==> src/rtl/nseq_pkg.sv <==
package nseq_pkg;

  typedef enum logic [1:0] {
    KIND_CMD  = 2'b00,
    KIND_ADDR = 2'b01,
    KIND_DATA = 2'b10,
    KIND_DALT = 2'b11
  } nseq_kind_e;

  typedef enum logic [2:0] {
    PH_IDLE,
    PH_SETUP,
    PH_STROBE,
    PH_HOLD,
    PH_GUARD,
    PH_RBWAIT,
    PH_DONE
  } nseq_phase_e;

endpackage

==> src/rtl/nseq_rst_sync.sv <==
module nseq_rst_sync (
  input  logic clk,
  input  logic rst_n_in,
  output logic rst_n_out
);

  logic stage_q;

  always_ff @(posedge clk or negedge rst_n_in) begin
    if (!rst_n_in) begin
      stage_q   <= 1'b0;
      rst_n_out <= 1'b0;
    end else begin
      stage_q   <= 1'b1;
      rst_n_out <= stage_q;
    end
  end

endmodule

==> src/rtl/nseq_len_calc.sv <==
// Turns the captured timing settings into down-counter reload values
// (phase length minus one) for each phase of a bus cycle.
module nseq_len_calc #(
  parameter int SETUP_W   = 2,
  parameter int WAIT_W    = 4,
  parameter int HOLD_W    = 2,
  parameter int GUARD_CYC = 4,
  parameter int CNT_W     = 5,
  parameter bit RELAX_EN  = 1'b1
) (
  input  logic [SETUP_W-1:0] setup,
  input  logic [WAIT_W-1:0]  waits,
  input  logic [HOLD_W-1:0]  hold,
  input  logic               relax,
  output logic               setup_none,
  output logic [CNT_W-1:0]   setup_ld,
  output logic [CNT_W-1:0]   strobe_ld,
  output logic [CNT_W-1:0]   hold_ld,
  output logic [CNT_W-1:0]   guard_ld
);

  always_comb begin
    setup_none = (setup == '0);
    setup_ld   = CNT_W'(setup) - CNT_W'(1);
    hold_ld    = CNT_W'(hold);
    guard_ld   = CNT_W'(GUARD_CYC - 1);
  end

  generate
    if (RELAX_EN) begin : g_relax
      always_comb begin
        if (relax) strobe_ld = CNT_W'({waits, 1'b0});
        else       strobe_ld = CNT_W'(waits);
      end
    end else begin : g_plain
      logic unused_relax;
      assign unused_relax = relax;
      always_comb strobe_ld = CNT_W'(waits);
    end
  endgenerate

endmodule

==> src/rtl/nseq_rb_filter.sv <==
// Reports ready once rb_in has been high on RB_STABLE consecutive clocks
// while enabled; the history is cleared whenever it is not enabled.
module nseq_rb_filter #(
  parameter int RB_STABLE = 2
) (
  input  logic clk,
  input  logic rst_n,
  input  logic en,
  input  logic rb_in,
  output logic rb_ok
);

  localparam int HW = $clog2(RB_STABLE) + 1;

  logic [HW-1:0] hi_q, hi_d;
  logic          at_last;

  assign at_last = (hi_q == HW'(RB_STABLE - 1));
  assign rb_ok   = en && rb_in && at_last;

  always_comb begin
    if (!en || !rb_in) hi_d = '0;
    else if (at_last)  hi_d = hi_q;
    else               hi_d = hi_q + HW'(1);
  end

  always_ff @(posedge clk or negedge rst_n) begin
    if (!rst_n) hi_q <= '0;
    else        hi_q <= hi_d;
  end

endmodule

==> src/rtl/nseq_phase_ctl.sv <==
module nseq_phase_ctl
  import nseq_pkg::*;
#(
  parameter int CNT_W = 5
) (
  input  logic             clk,
  input  logic             rst_n,
  input  logic             start,
  input  logic             setup_none,
  input  logic             need_rb,
  input  logic [CNT_W-1:0] setup_ld,
  input  logic [CNT_W-1:0] strobe_ld,
  input  logic [CNT_W-1:0] hold_ld,
  input  logic [CNT_W-1:0] guard_ld,
  input  logic             rb_ok,
  output nseq_phase_e      phase
);

  nseq_phase_e      ph_q, ph_d;
  logic [CNT_W-1:0] cnt_q, cnt_d;
  logic             cnt_zero;

  assign cnt_zero = (cnt_q == '0);
  assign phase    = ph_q;

  always_comb begin
    ph_d  = ph_q;
    cnt_d = cnt_zero ? cnt_q : cnt_q - CNT_W'(1);
    unique case (ph_q)
      PH_IDLE: begin
        if (start) begin
          if (setup_none) begin
            ph_d  = PH_STROBE;
            cnt_d = strobe_ld;
          end else begin
            ph_d  = PH_SETUP;
            cnt_d = setup_ld;
          end
        end
      end
      PH_SETUP: if (cnt_zero) begin
        ph_d  = PH_STROBE;
        cnt_d = strobe_ld;
      end
      PH_STROBE: if (cnt_zero) begin
        ph_d  = PH_HOLD;
        cnt_d = hold_ld;
      end
      PH_HOLD: if (cnt_zero) begin
        if (need_rb) begin
          ph_d  = PH_GUARD;
          cnt_d = guard_ld;
        end else begin
          ph_d  = PH_DONE;
        end
      end
      PH_GUARD:  if (cnt_zero) ph_d = PH_RBWAIT;
      PH_RBWAIT: if (rb_ok)    ph_d = PH_DONE;
      PH_DONE:                 ph_d = PH_IDLE;
      default:                 ph_d = PH_IDLE;
    endcase
  end

  always_ff @(posedge clk or negedge rst_n) begin
    if (!rst_n) begin
      ph_q  <= PH_IDLE;
      cnt_q <= '0;
    end else begin
      ph_q  <= ph_d;
      cnt_q <= cnt_d;
    end
  end

endmodule

==> src/rtl/nand_cmd_seq.sv <==
module nand_cmd_seq
  import nseq_pkg::*;
#(
  parameter int DATA_W    = 8,
  parameter int SETUP_W   = 2,
  parameter int WAIT_W    = 4,
  parameter int HOLD_W    = 2,
  parameter int GUARD_CYC = 4,
  parameter int RB_STABLE = 2
) (
  input  logic               clk,
  input  logic               rst_n,
  input  logic               req_valid,
  input  logic [1:0]         req_kind,
  input  logic [DATA_W-1:0]  req_byte,
  input  logic               req_wait_rb,
  input  logic [SETUP_W-1:0] cfg_setup,
  input  logic [WAIT_W-1:0]  cfg_wait,
  input  logic               cfg_relax,
  input  logic [HOLD_W-1:0]  cfg_hold,
  input  logic               rb_in,
  output logic               nf_cle,
  output logic               nf_ale,
  output logic               nf_we_n,
  output logic [DATA_W-1:0]  nf_dq,
  output logic               done
);

  localparam int STROBE_BITS = WAIT_W + 1;
  localparam int GUARD_BITS  = $clog2(GUARD_CYC + 1);
  localparam int CNT_A       = (STROBE_BITS > GUARD_BITS) ? STROBE_BITS : GUARD_BITS;
  localparam int CNT_B       = (SETUP_W > HOLD_W) ? SETUP_W : HOLD_W;
  localparam int CNT_W       = (CNT_A > CNT_B) ? CNT_A : CNT_B;

  logic        rst_n_s;
  nseq_phase_e phase;
  logic        accept;
  logic        bus_active;

  nseq_kind_e         kind_q;
  logic [DATA_W-1:0]  byte_q;
  logic               rb_q;
  logic [SETUP_W-1:0] setup_q;
  logic [WAIT_W-1:0]  wait_q;
  logic [HOLD_W-1:0]  hold_q;
  logic               relax_q;

  logic [SETUP_W-1:0] setup_sel;
  logic [WAIT_W-1:0]  wait_sel;
  logic [HOLD_W-1:0]  hold_sel;
  logic               relax_sel;
  logic               rb_sel;

  logic             setup_none;
  logic [CNT_W-1:0] setup_ld, strobe_ld, hold_ld, guard_ld;
  logic             rb_ok;

  nseq_rst_sync u_rst (
    .clk       (clk),
    .rst_n_in  (rst_n),
    .rst_n_out (rst_n_s)
  );

  assign accept = req_valid && (phase == PH_IDLE);

  // Captured request and timing, loaded only on acceptance.
  always_ff @(posedge clk or negedge rst_n_s) begin
    if (!rst_n_s) begin
      kind_q  <= KIND_DATA;
      byte_q  <= '0;
      rb_q    <= 1'b0;
      setup_q <= '0;
      wait_q  <= '0;
      hold_q  <= '0;
      relax_q <= 1'b0;
    end else if (accept) begin
      kind_q  <= nseq_kind_e'(req_kind);
      byte_q  <= req_byte;
      rb_q    <= req_wait_rb;
      setup_q <= cfg_setup;
      wait_q  <= cfg_wait;
      hold_q  <= cfg_hold;
      relax_q <= cfg_relax;
    end
  end

  // The first reload happens on the accept edge, before capture settles.
  always_comb begin
    if (accept) begin
      setup_sel = cfg_setup;
      wait_sel  = cfg_wait;
      hold_sel  = cfg_hold;
      relax_sel = cfg_relax;
      rb_sel    = req_wait_rb;
    end else begin
      setup_sel = setup_q;
      wait_sel  = wait_q;
      hold_sel  = hold_q;
      relax_sel = relax_q;
      rb_sel    = rb_q;
    end
  end

  nseq_len_calc #(
    .SETUP_W   (SETUP_W),
    .WAIT_W    (WAIT_W),
    .HOLD_W    (HOLD_W),
    .GUARD_CYC (GUARD_CYC),
    .CNT_W     (CNT_W),
    .RELAX_EN  (1'b1)
  ) u_len (
    .setup      (setup_sel),
    .waits      (wait_sel),
    .hold       (hold_sel),
    .relax      (relax_sel),
    .setup_none (setup_none),
    .setup_ld   (setup_ld),
    .strobe_ld  (strobe_ld),
    .hold_ld    (hold_ld),
    .guard_ld   (guard_ld)
  );

  nseq_rb_filter #(.RB_STABLE(RB_STABLE)) u_rbf (
    .clk   (clk),
    .rst_n (rst_n_s),
    .en    (phase == PH_RBWAIT),
    .rb_in (rb_in),
    .rb_ok (rb_ok)
  );

  nseq_phase_ctl #(.CNT_W(CNT_W)) u_ctl (
    .clk        (clk),
    .rst_n      (rst_n_s),
    .start      (accept),
    .setup_none (setup_none),
    .need_rb    (rb_sel),
    .setup_ld   (setup_ld),
    .strobe_ld  (strobe_ld),
    .hold_ld    (hold_ld),
    .guard_ld   (guard_ld),
    .rb_ok      (rb_ok),
    .phase      (phase)
  );

  assign bus_active = (phase == PH_SETUP) || (phase == PH_STROBE) || (phase == PH_HOLD);

  always_comb begin
    nf_cle  = bus_active && (kind_q == KIND_CMD);
    nf_ale  = bus_active && (kind_q == KIND_ADDR);
    nf_we_n = (phase != PH_STROBE);
    nf_dq   = bus_active ? byte_q : '0;
    done    = (phase == PH_DONE);
  end

endmodule

==> config.mk <==
export PLATFORM = sky130hd
export DESIGN_NAME = nand_cmd_seq
export DESIGN_NICKNAME = d
export VERILOG_FILES = /design/src/rtl/nseq_pkg.sv /design/src/rtl/nseq_rst_sync.sv /design/src/rtl/nseq_len_calc.sv /design/src/rtl/nseq_rb_filter.sv /design/src/rtl/nseq_phase_ctl.sv /design/src/rtl/nand_cmd_seq.sv
export SDC_FILE = /design/constraint.sdc
export NUM_CORES = 1
export LEC_CHECK = 0
export BUFFER_PORTS_ARGS = -buffer_cell sky130_fd_sc_hd__buf_4
export CAP_MARGIN = 20
export CORE_MARGIN = 4
export CORE_UTILIZATION = 58
export CTS_CLUSTER_DIAMETER = 120
export DETAILED_ROUTE_END_ITERATION = 7
export GPL_TIMING_DRIVEN = 0
export PLACE_DENSITY_LB_ADDON = 0.05
export SLEW_MARGIN = 20
export SYNTH_ARGS = -nofsm -noshare
export SYNTH_HDL_FRONTEND = slang
export SYNTH_SLANG_ARGS = --single-unit
==> constraint.sdc <==
create_clock -name clk -period 3.7 [get_ports clk]
set_clock_uncertainty 0.2 [all_clocks]
set_input_delay 0.37 -clock clk [delete_from_list [all_inputs] [get_ports clk]]
set_output_delay 0.37 -clock clk [all_outputs]
set_load 0.01 [all_outputs]
==> impl_metrics.json, run 1 <==
{
  "routedWlPerCell_um": 15.7,
  "die_width_um": 62.4,
  "drc_errors": 0,
  "synth_simple_gate_area_share_pct": 16.4,
  "layout_commonest_cell": "buf_4",
  "synth-seq-cells": 32,
  "clock-sinks": 32,
  "rrSetupSlack_ns": 1.48,
  "grt_max_degree": 31,
  "hold-worst-slack_ns": 0.0732,
  "synth-async-reset-ratio_pct": 100,
  "r2r_cells": 7,
  "antennaDiodeCount": 0,
  "grt_pass1_vias": 1479,
  "timing.rr.start": "u_ctl.cnt_q[0]",
  "worstSetupEndpoint": "nf_dq[2]",
  "hold_violations": 0,
  "gp_congestion": 0.864,
  "fp.dieH_um": 62.4,
  "detail-route-antenna-nets": 0,
  "finalCriticalPeriod_ns": 2.54,
  "clock_tree.root_cell": "clkbuf_4",
  "max-slew-margin-rel_pct": 56.2,
  "synth-edff-count": 0,
  "avgSynthCellArea_um2": 10.6,
  "synth-compound-area-share_pct": 12.8,
  "die_area_um2": 3900,
  "leakage_nw": 0.952,
  "synth_mux_area_share_pct": 15.9,
  "cap_violations": 0,
  "yosys.cell_types.count": 46,
  "synth_xor_area_share_pct": 1.53,
  "finalSetupTns_ns": 0,
  "endpoint_kind": "output pin",
  "ctsLongestPathBuffers": 2,
  "boundaryPins": 36,
  "coreArea_um2": 2810,
  "path_clk_slew_ns": 0.09,
  "synthesis.nets": 188,
  "setup_violations": 0,
  "power_per_cell_area_nw_per_um2": 884,
  "totalWireLength_um": 3730,
  "dpl.hpwl_um": 2750,
  "htreeDepth": 2,
  "final_cell_area_um2": 2110,
  "fin_crit_sh_pct": 68.5,
  "nets": 231,
  "instances_no_fill": 237,
  "cts_tree": "done",
  "worstReg2RegEnd": "u_ctl.phase[0]",
  "drt_pass1_iterations": 4,
  "via_per_inst": 5.74,
  "worstSetupPathType": "register to output pin",
  "numPortBuffers": 35,
  "yosysSeqAreaShare_pct": 46.7,
  "worst_hold_path_type": "primary input to register",
  "timing.critical_path.from": "u_ctl.phase[0]",
  "power_mw": 1.86,
  "syn_area_um2": 1720,
  "critPathArrivalTime_ns": 1.97,
  "grt_pass1_wl_um": 6340,
  "fmax_ghz": 0.394,
  "vias": 1361,
  "synth_top_family_by_area": "simple AND/OR/NAND/NOR gates",
  "hold_buffers": 1,
  "start_kind": "register",
  "synth_warnings": 0,
  "placed_area_um2": 2020,
  "required_ns": 3.13,
  "clock_latency_ns": 0.33,
  "start_util_pct": 61.2,
  "synth_flop_cell": "dfrtp_1",
  "run_status": "finished clean",
  "synthCells": 162,
  "layout_common_cells": "buf_4, dfrtp_1, mux2_2, nor2_1, inv_1",
  "rows": 19,
  "final_layout_size_suffix_gt1_share_pct": 34.5,
  "finalMaxSlewViolations": 0,
  "grt_overflow": 0,
  "tightest_slew_ns": 0.658,
  "post_cts_resized": 0,
  "numCtsBuffers": 5,
  "drtIter0Drc": 76,
  "cp_max_fo": 10,
  "area_growth_pct": 22.7,
  "ir_worst_vdd_mv": 0.563,
  "grt_setup_unrepaired": "no",
  "grt_usage_pct": 20.8,
  "antenna_found_initial": 0,
  "dp_cells": 228,
  "cts_setup_buffers": 0,
  "synthAdderAreaFrac_pct": 1.46
}
[stage by stage]
stage	utilization (%)	setup WS (ns)
after floorplan	-	1.68
after CTS	75.1	1.17
after detailed placement	72.0	1.53
after global placement	72.0	1.54
after global routing	75.1	1.00
final	75.1	1.16
[final cells by class]
cell class / instances / area (µm²)
sequential: 32 / 803
fill: 211 / 698
buffer: 9 / 52.6
multi-input combinational: 112 / 830
timing repair buffer: 36 / 273
clock inverter: 2 / 35.0
inverter: 9 / 33.8
clock buffer: 6 / 41.3
tap: 31 / 38.8
[how the worst min path moves through the flow]
stage | from | end | slack [ns] | cells after the start
after floorplan | rst_n | u_rst.rst_n_out | -0.13 | 0
after global placement | rst_n | u_rst.rst_n_out | -0.05 | 1
after detailed placement | rst_n | u_rst.stage_q | -0.05 | 1
after CTS | req_byte[7] | byte_q[7] | 0.06 | 2
after global routing | req_wait_rb | rb_q | 0.04 | 3
final | cfg_hold[1] | hold_q[1] | 0.07 | 2
[logic make-up (layout without fill, tap and decap cells)]
kind of cell	Yosys count	count (layout)
simple gates	47	47
compound gates	34	34
xor+xnor	3	3
fa+ha+maj	2	2
buf+inv	18	62
flops	32	32
mux	25	25
other cells	1	1
[power by group]
part / internal, mW / switching [mW]
combinational: 0.498 / 0.476
clock: 0.142 / 0.114
sequential: 0.513 / 0.120
total: 1.15 / 0.709
[synth_stat cells (all sizes together) (2+ instances only)]
| cell type | count | share of area (%) |
|---|---|---|
| o21ai | 6 | 1.7 |
| o211ai | 3 | 1.3 |
| or2 | 3 | 1.1 |
| mux2i | 7 | 4.1 |
| nor4b | 3 | 2.8 |
| nand2 | 6 | 1.3 |
| ha | 2 | 1.5 |
| o31ai | 2 | 0.87 |
| mux2 | 18 | 12 |
| nor2 | 14 | 3.1 |
| clkbuf | 4 | 0.87 |
| o22ai | 4 | 1.5 |
| and2 | 8 | 2.9 |
| dfrtp | 31 | 45 |
| nand2b | 4 | 1.5 |
| a31oi | 2 | 0.73 |
| buf | 5 | 2.2 |
| inv | 9 | 2.0 |
| xnor2 | 2 | 1.0 |
| nor4 | 2 | 0.73 |
| a21oi | 8 | 2.3 |
[critical path: stages, from the launching register on]
cell and delay [ns]:
dfrtp_1 0.48, clkbuf_1 0.37, nor2_1 0.12, nor2_1 0.34
and2_1 0.21, buf_4 0.12
[metal layers]
layer | track usage [%] | wire length [µm]
met3 | 7.91 | 268
met5 | 0 | 0
met2 | 35.0 | 1810
met1 | 23.2 | 1560
met4 | 9.64 | 93
[sequential cells by signal, summed over array words and instances (netlist names)]
register,cells
byte_q,8
u_ctl.cnt_q,5
wait_q,4
u_ctl.phase,3
hold_q,2
kind_q,2
setup_q,2
u_rbf.hi_q,2
rb_q,1
relax_q,1
u_rst.rst_n_out,1
u_rst.stage_q,1
Power figures use the tool's default switching activity.
==> run 2: changes to the inputs <==
- ABC_AREA: default -> 1
- CORE_UTILIZATION: 58 -> 49
- clock period: 3.7 -> 2.2 ns (I/O delays scaled with it)
==> impl_metrics.json, run 2 <==
{
  "run_status": "finished clean",
  "gr-usage-met3_pct": 4.54,
  "top_register": "byte_q",
  "dpl.hpwl_um": 2950,
  "cts_setup_buffers": 0,
  "layout_common_cells": "nand2_1, buf_4, inv_1, dfrtp_1, nor2_1",
  "die_width_um": 68.7,
  "ctsLongestPathBuffers": 2,
  "totalWireLength_um": 4070,
  "synth_warnings": 0,
  "synthesis.nets": 266,
  "grt_pass1_vias": 1630,
  "fp.dieH_um": 68.7,
  "tightest_slew_ns": 0.655,
  "setup_violations": 0,
  "syn_area_um2": 1800,
  "net-switching-power_mw": 1.36,
  "nets": 320,
  "fmax_ghz": 0.500,
  "synthTopCellsByCount": "nand2_1, inv_1, dfrtp_1",
  "antenna_found_initial": 0,
  "start_kind": "register",
  "use_met2_pct": 33.3,
  "fin_ws_ns": 0.199,
  "cap_violations": 0,
  "rows": 21,
  "htreeDepth": 2,
  "via_per_inst": 4.87,
  "synth-seq-cells": 32,
  "max-slew-margin-rel_pct": 56.3,
  "synth_most_common_cell": "nand2_1",
  "comb_power_share_pct": 53.1,
  "grt_overflow": 0,
  "swShare_pct": 42.3,
  "yosysTopAreaCellShare_pct": 43.0,
  "top_regs": "byte_q: 8 flops, u_ctl.cnt_q: 5 flops, wait_q: 4 flops",
  "rrSetupSlack_ns": 0.20,
  "cts_tree": "done",
  "detail-route-antenna-nets": 0,
  "grt_setup_unrepaired": "no",
  "vias": 1661,
  "numPortBuffers": 34,
  "grt_usage_pct": 20.4,
  "numCtsBuffers": 5,
  "worst_hold_path_type": "primary input to register",
  "hold_buffers": 13,
  "nFillCells": 313,
  "finalMaxSlewViolations": 0,
  "grt_pass1_wl_um": 7130,
  "required_ns": 2.17,
  "instances_no_fill": 341,
  "avgSynthCellArea_um2": 7.52,
  "layout_commonest_cell": "nand2_1",
  "dp_slack_ns": 0.219,
  "endpoint_kind": "register",
  "grt.busiest_layer": "met2",
  "worstSetupPathType": "register to register",
  "synthCells": 240,
  "final_core_util_pct": 68.4,
  "drt_pass1_iterations": 4,
  "routedWlPerCell_um": 11.9,
  "p_seq_share_pct": 30.0,
  "final_layout_size_suffix_gt1_share_pct": 21.4,
  "dp_cells": 320,
  "clock_tree.root_cell": "clkbuf_8",
  "power_frac_clock_pct": 16.9,
  "finalCriticalPeriod_ns": 2.00,
  "largest_reg_flops": 8,
  "start_util_pct": 52.4,
  "yosys.cell_types.count": 28,
  "critPathArrivalTime_ns": 1.97,
  "p_int_mw": 1.86,
  "yosys.area.top_type": "dfrtp_1",
  "fin_crit_sh_pct": 90.9,
  "yosysSeqAreaShare_pct": 44.5,
  "clock-sinks": 32,
  "path_clk_slew_ns": 0.07,
  "grt_max_degree": 31,
  "hold_violations": 0,
  "cp_max_fo": 10,
  "synth-edff-count": 0,
  "area_growth_pct": 30.6,
  "leakage_nw": 1.24,
  "synth_flop_cell": "dfrtp_1",
  "boundaryPins": 36,
  "die_area_um2": 4720,
  "synth-async-reset-ratio_pct": 100,
  "antennaDiodeCount": 0,
  "synthTopCellsByArea": "dfrtp_1, nand2_1, inv_1, nor2_1, o21ai_0",
  "met1_usage_pct": 26.2,
  "coreArea_um2": 3440,
  "finalSetupTns_ns": 0,
  "drtIter0Drc": 79,
  "drc_errors": 0,
  "clock_latency_ns": 0.28,
  "gp_congestion": 0.916,
  "ir_worst_vdd_mv": 0.618,
  "post_cts_resized": 0,
  "power_per_cell_area_nw_per_um2": 1370,
  "power_mw": 3.22
}
-- run 2: area by class of cell --
cell class                      instances  area [µm²]  area share (%)
Timing Repair Buffer                   47         385            16.4
Inverter                               37         139            5.89
Tap cell                               46        57.6            2.44
Multi-Input combinational cell        163         801            34.0
Sequential cell                        32         803            34.1
Clock buffer                            6        72.6            3.08
Buffer                                  8        62.6            2.66
Clock inverter                          2        35.0            1.49
-- run 2: path summary, 6_finish.rpt --
kind,from,to,cells after the start
hold / removal,cfg_wait[2],wait_q[2],3
setup / recovery,u_ctl.cnt_q[0],u_ctl.phase[0],8
max in group asynchronous,u_rst.rst_n_out,u_ctl.cnt_q[0],0
setup reg to reg,u_ctl.cnt_q[0],u_ctl.phase[0],8
min in group asynchronous,rst_n,u_rst.stage_q,2
hold reg to reg,u_rst.rst_n_out,u_ctl.phase[1],0
-- run 2: cells by family after synthesis --
family	after synthesis	synth area share [%]
AOI/OAI and AO/OA	25	7.56
xor gates and xnor gates	3	1.46
buffers and inverters	45	11.2
other	1	0.208
DFF	32	44.5
and+or+nand+nor	132	33.8
adders and majority gates	2	1.39
-- run 2: power groups by stage --
stage | Clock, mW | Sequential (mW) | Combinational, mW
2_1_floorplan | 0 | 0.947 | 1.25
6_report | 0.544 | 0.968 | 1.71
3_3_place_gp | 0 | 0.969 | 1.69
3_5_place_dp | 0 | 0.982 | 1.70
4_1_cts | 0.562 | 0.971 | 1.73
5_1_grt | 0.590 | 0.996 | 1.98
-- run 2: per-layer routing --
metal / share of wire [%] / wire length (µm)
met3: 4.1 / 169
met5: 0 / 0
met1: 46 / 1870
met4: 1.4 / 57
met2: 48 / 1970
-- run 2: critical path: stages, from the launching register on --
cell and delay [ns]:
dfrtp_1 0.40, inv_1 0.11, ha_1 0.23, nand3b_1 0.14, buf_2 0.21, o21ai_0 0.08, nor3b_2 0.31, or2_0 0.15
nand2_1 0.05
-- run 2: through the flow --
step / hold slack, ns / instance area [µm²]
floorplan: -0.276 / 1800
global route: 0.0211 / 2360
global placement: -0.197 / 2120
detailed placement: -0.196 / 2120
CTS: 0.00197 / 2360
finish: 0.00914 / 2360
==> run 3: changes to the inputs <==
- BUFFER_PORTS_ARGS: -buffer_cell sky130_fd_sc_hd__buf_4 -> -buffer_cell sky130_fd_sc_hd__buf_2
==> impl_metrics.json, run 3 (synthesized netlist as in run 2, its figures left out) <==
{
  "area_growth_pct": 27.5,
  "required_ns": 2.17,
  "finalSetupTns_ns": 0,
  "start_util_pct": 52.4,
  "cts_setup_buffers": 0,
  "detail-route-antenna-nets": 0,
  "fp.dieH_um": 68.7,
  "worstSetupPathType": "register to register",
  "critPathArrivalTime_ns": 1.94,
  "totalWireLength_um": 4050,
  "ir_worst_vdd_mv": 0.842,
  "cap_violations": 0,
  "drt_pass1_iterations": 4,
  "grt_pass1_wl_um": 7130,
  "rrSetupSlack_ns": 0.23,
  "max-slew-margin-rel_pct": 56.7,
  "numCtsBuffers": 5,
  "nFillCells": 321,
  "gp_congestion": 0.916,
  "clock-sinks": 32,
  "setup_violations": 0,
  "run_status": "finished clean",
  "clock_latency_ns": 0.29,
  "grt_setup_unrepaired": "no",
  "start_kind": "register",
  "grt_pass1_vias": 1683,
  "numPortBuffers": 34,
  "coreArea_um2": 3440,
  "post_cts_resized": 0,
  "hold-worst-slack_ns": 0.0396,
  "endpoint_kind": "register",
  "routedWlPerCell_um": 11.8,
  "layout_commonest_cell": "nand2_1",
  "path_clk_slew_ns": 0.07,
  "grt_usage_pct": 20.1,
  "antenna_found_initial": 0,
  "final_core_util_pct": 66.8,
  "grt_max_degree": 31,
  "finalMaxSlewViolations": 0,
  "rows": 21,
  "clock_tree.root_cell": "clkbuf_8",
  "timing.rr.start": "u_ctl.cnt_q[0]",
  "ctsLongestPathBuffers": 2,
  "largest_reg_flops": 8,
  "boundaryPins": 36,
  "via_per_inst": 4.96,
  "dpl.hpwl_um": 2890,
  "finalCriticalPeriod_ns": 1.97,
  "die_area_um2": 4720,
  "htreeDepth": 2,
  "worst_hold_path_type": "primary input to asynchronous set/reset pin",
  "cts_tree": "done",
  "fmax_ghz": 0.508,
  "top_register": "byte_q",
  "r2r_cells": 8,
  "antennaDiodeCount": 0,
  "grt_overflow": 0,
  "drc_errors": 0,
  "leakage_nw": 1.23,
  "die_width_um": 68.7,
  "final_layout_size_suffix_gt1_share_pct": 21.6,
  "power_per_cell_area_nw_per_um2": 1400,
  "tightest_slew_ns": 0.649,
  "top_regs": "byte_q: 8 flops, u_ctl.cnt_q: 5 flops, wait_q: 4 flops",
  "nets": 321,
  "drtIter0Drc": 117,
  "layout_common_cells": "nand2_1, buf_2, inv_1, dfrtp_1, nor2_1",
  "hold_violations": 0,
  "vias": 1697,
  "worstReg2RegEnd": "u_ctl.phase[0]",
  "cp_max_fo": 10,
  "fin_crit_sh_pct": 89.5
}
[run 3: cell count changes in the layout (fill, tap and decap cells not counted), sizes merged]
| cell | before | now |
|---|---|---|
| dlygate4sd3 | 13 | 14 |
| clkbuf | 7 | 8 |
| clkinv | 1 | 0 |
[run 3: worst max path at each step]
stage / from / to / slack [ns] / depth (start not counted)
floorplan: u_ctl.cnt_q[0] / u_ctl.phase[0] / 0.48 / 8
global placement: u_ctl.cnt_q[0] / u_ctl.phase[0] / 0.26 / 8
detailed placement: u_ctl.cnt_q[0] / u_ctl.phase[0] / 0.25 / 8
CTS: u_ctl.cnt_q[0] / u_ctl.phase[0] / 0.23 / 8
global route: u_ctl.cnt_q[0] / u_ctl.phase[0] / 0.003 / 8
finish: u_ctl.cnt_q[0] / u_ctl.phase[0] / 0.23 / 8
[run 3: layer usage]
metal	global-route usage, %	share of wire, %
met2	33.5	47
met4	7.69	1.7
met3	3.89	4.5
met1	25.6	47
met5	0	0
[run 3: repair_timing]
item	CTS	global route
hold buffers	14	0
endpoints found under the hold margin	16	0
endpoints found under the setup margin	0	0
[run 3: report_power, final]
group          internal (mW)  switching [mW]
combinational          0.613            1.03
sequential             0.845           0.121
clock                  0.400           0.219
total                   1.86            1.37
[run 3: layout make-up]
| class | instances | area [µm²] | area share [%] |
|---|---|---|---|
| buffer | 8 | 62.6 | 2.72 |
| tap | 46 | 57.6 | 2.50 |
| multi-input combinational | 163 | 801 | 34.8 |
| timing repair buffer | 48 | 310 | 13.5 |
| inverter | 37 | 139 | 6.04 |
| clock buffer | 7 | 96.3 | 4.19 |
| sequential | 32 | 803 | 34.9 |
| clock inverter | 1 | 30.0 | 1.31 |
[run 3: metrics by stage]
stage          setup WS, ns  instance area (µm²)  power (mW)  std cells
2_1_floorplan         0.477                 1800        2.19        240
3_3_place_gp          0.264                 2030        2.59        320
3_5_place_dp          0.248                 2030        2.61        320
4_1_cts               0.228                 2300        3.25        342
5_1_grt             0.00292                 2300        3.57        342
6_report              0.231                 2300        3.23        342
[run 3: critical path: stages, from the launching register on]
cell,delay [ns]
dfrtp_1,0.39
inv_1,0.11
ha_1,0.22
nand3b_1,0.12
buf_2,0.20
o21ai_0,0.08
nor3b_2,0.32
or2_0,0.15
nand2_1,0.05
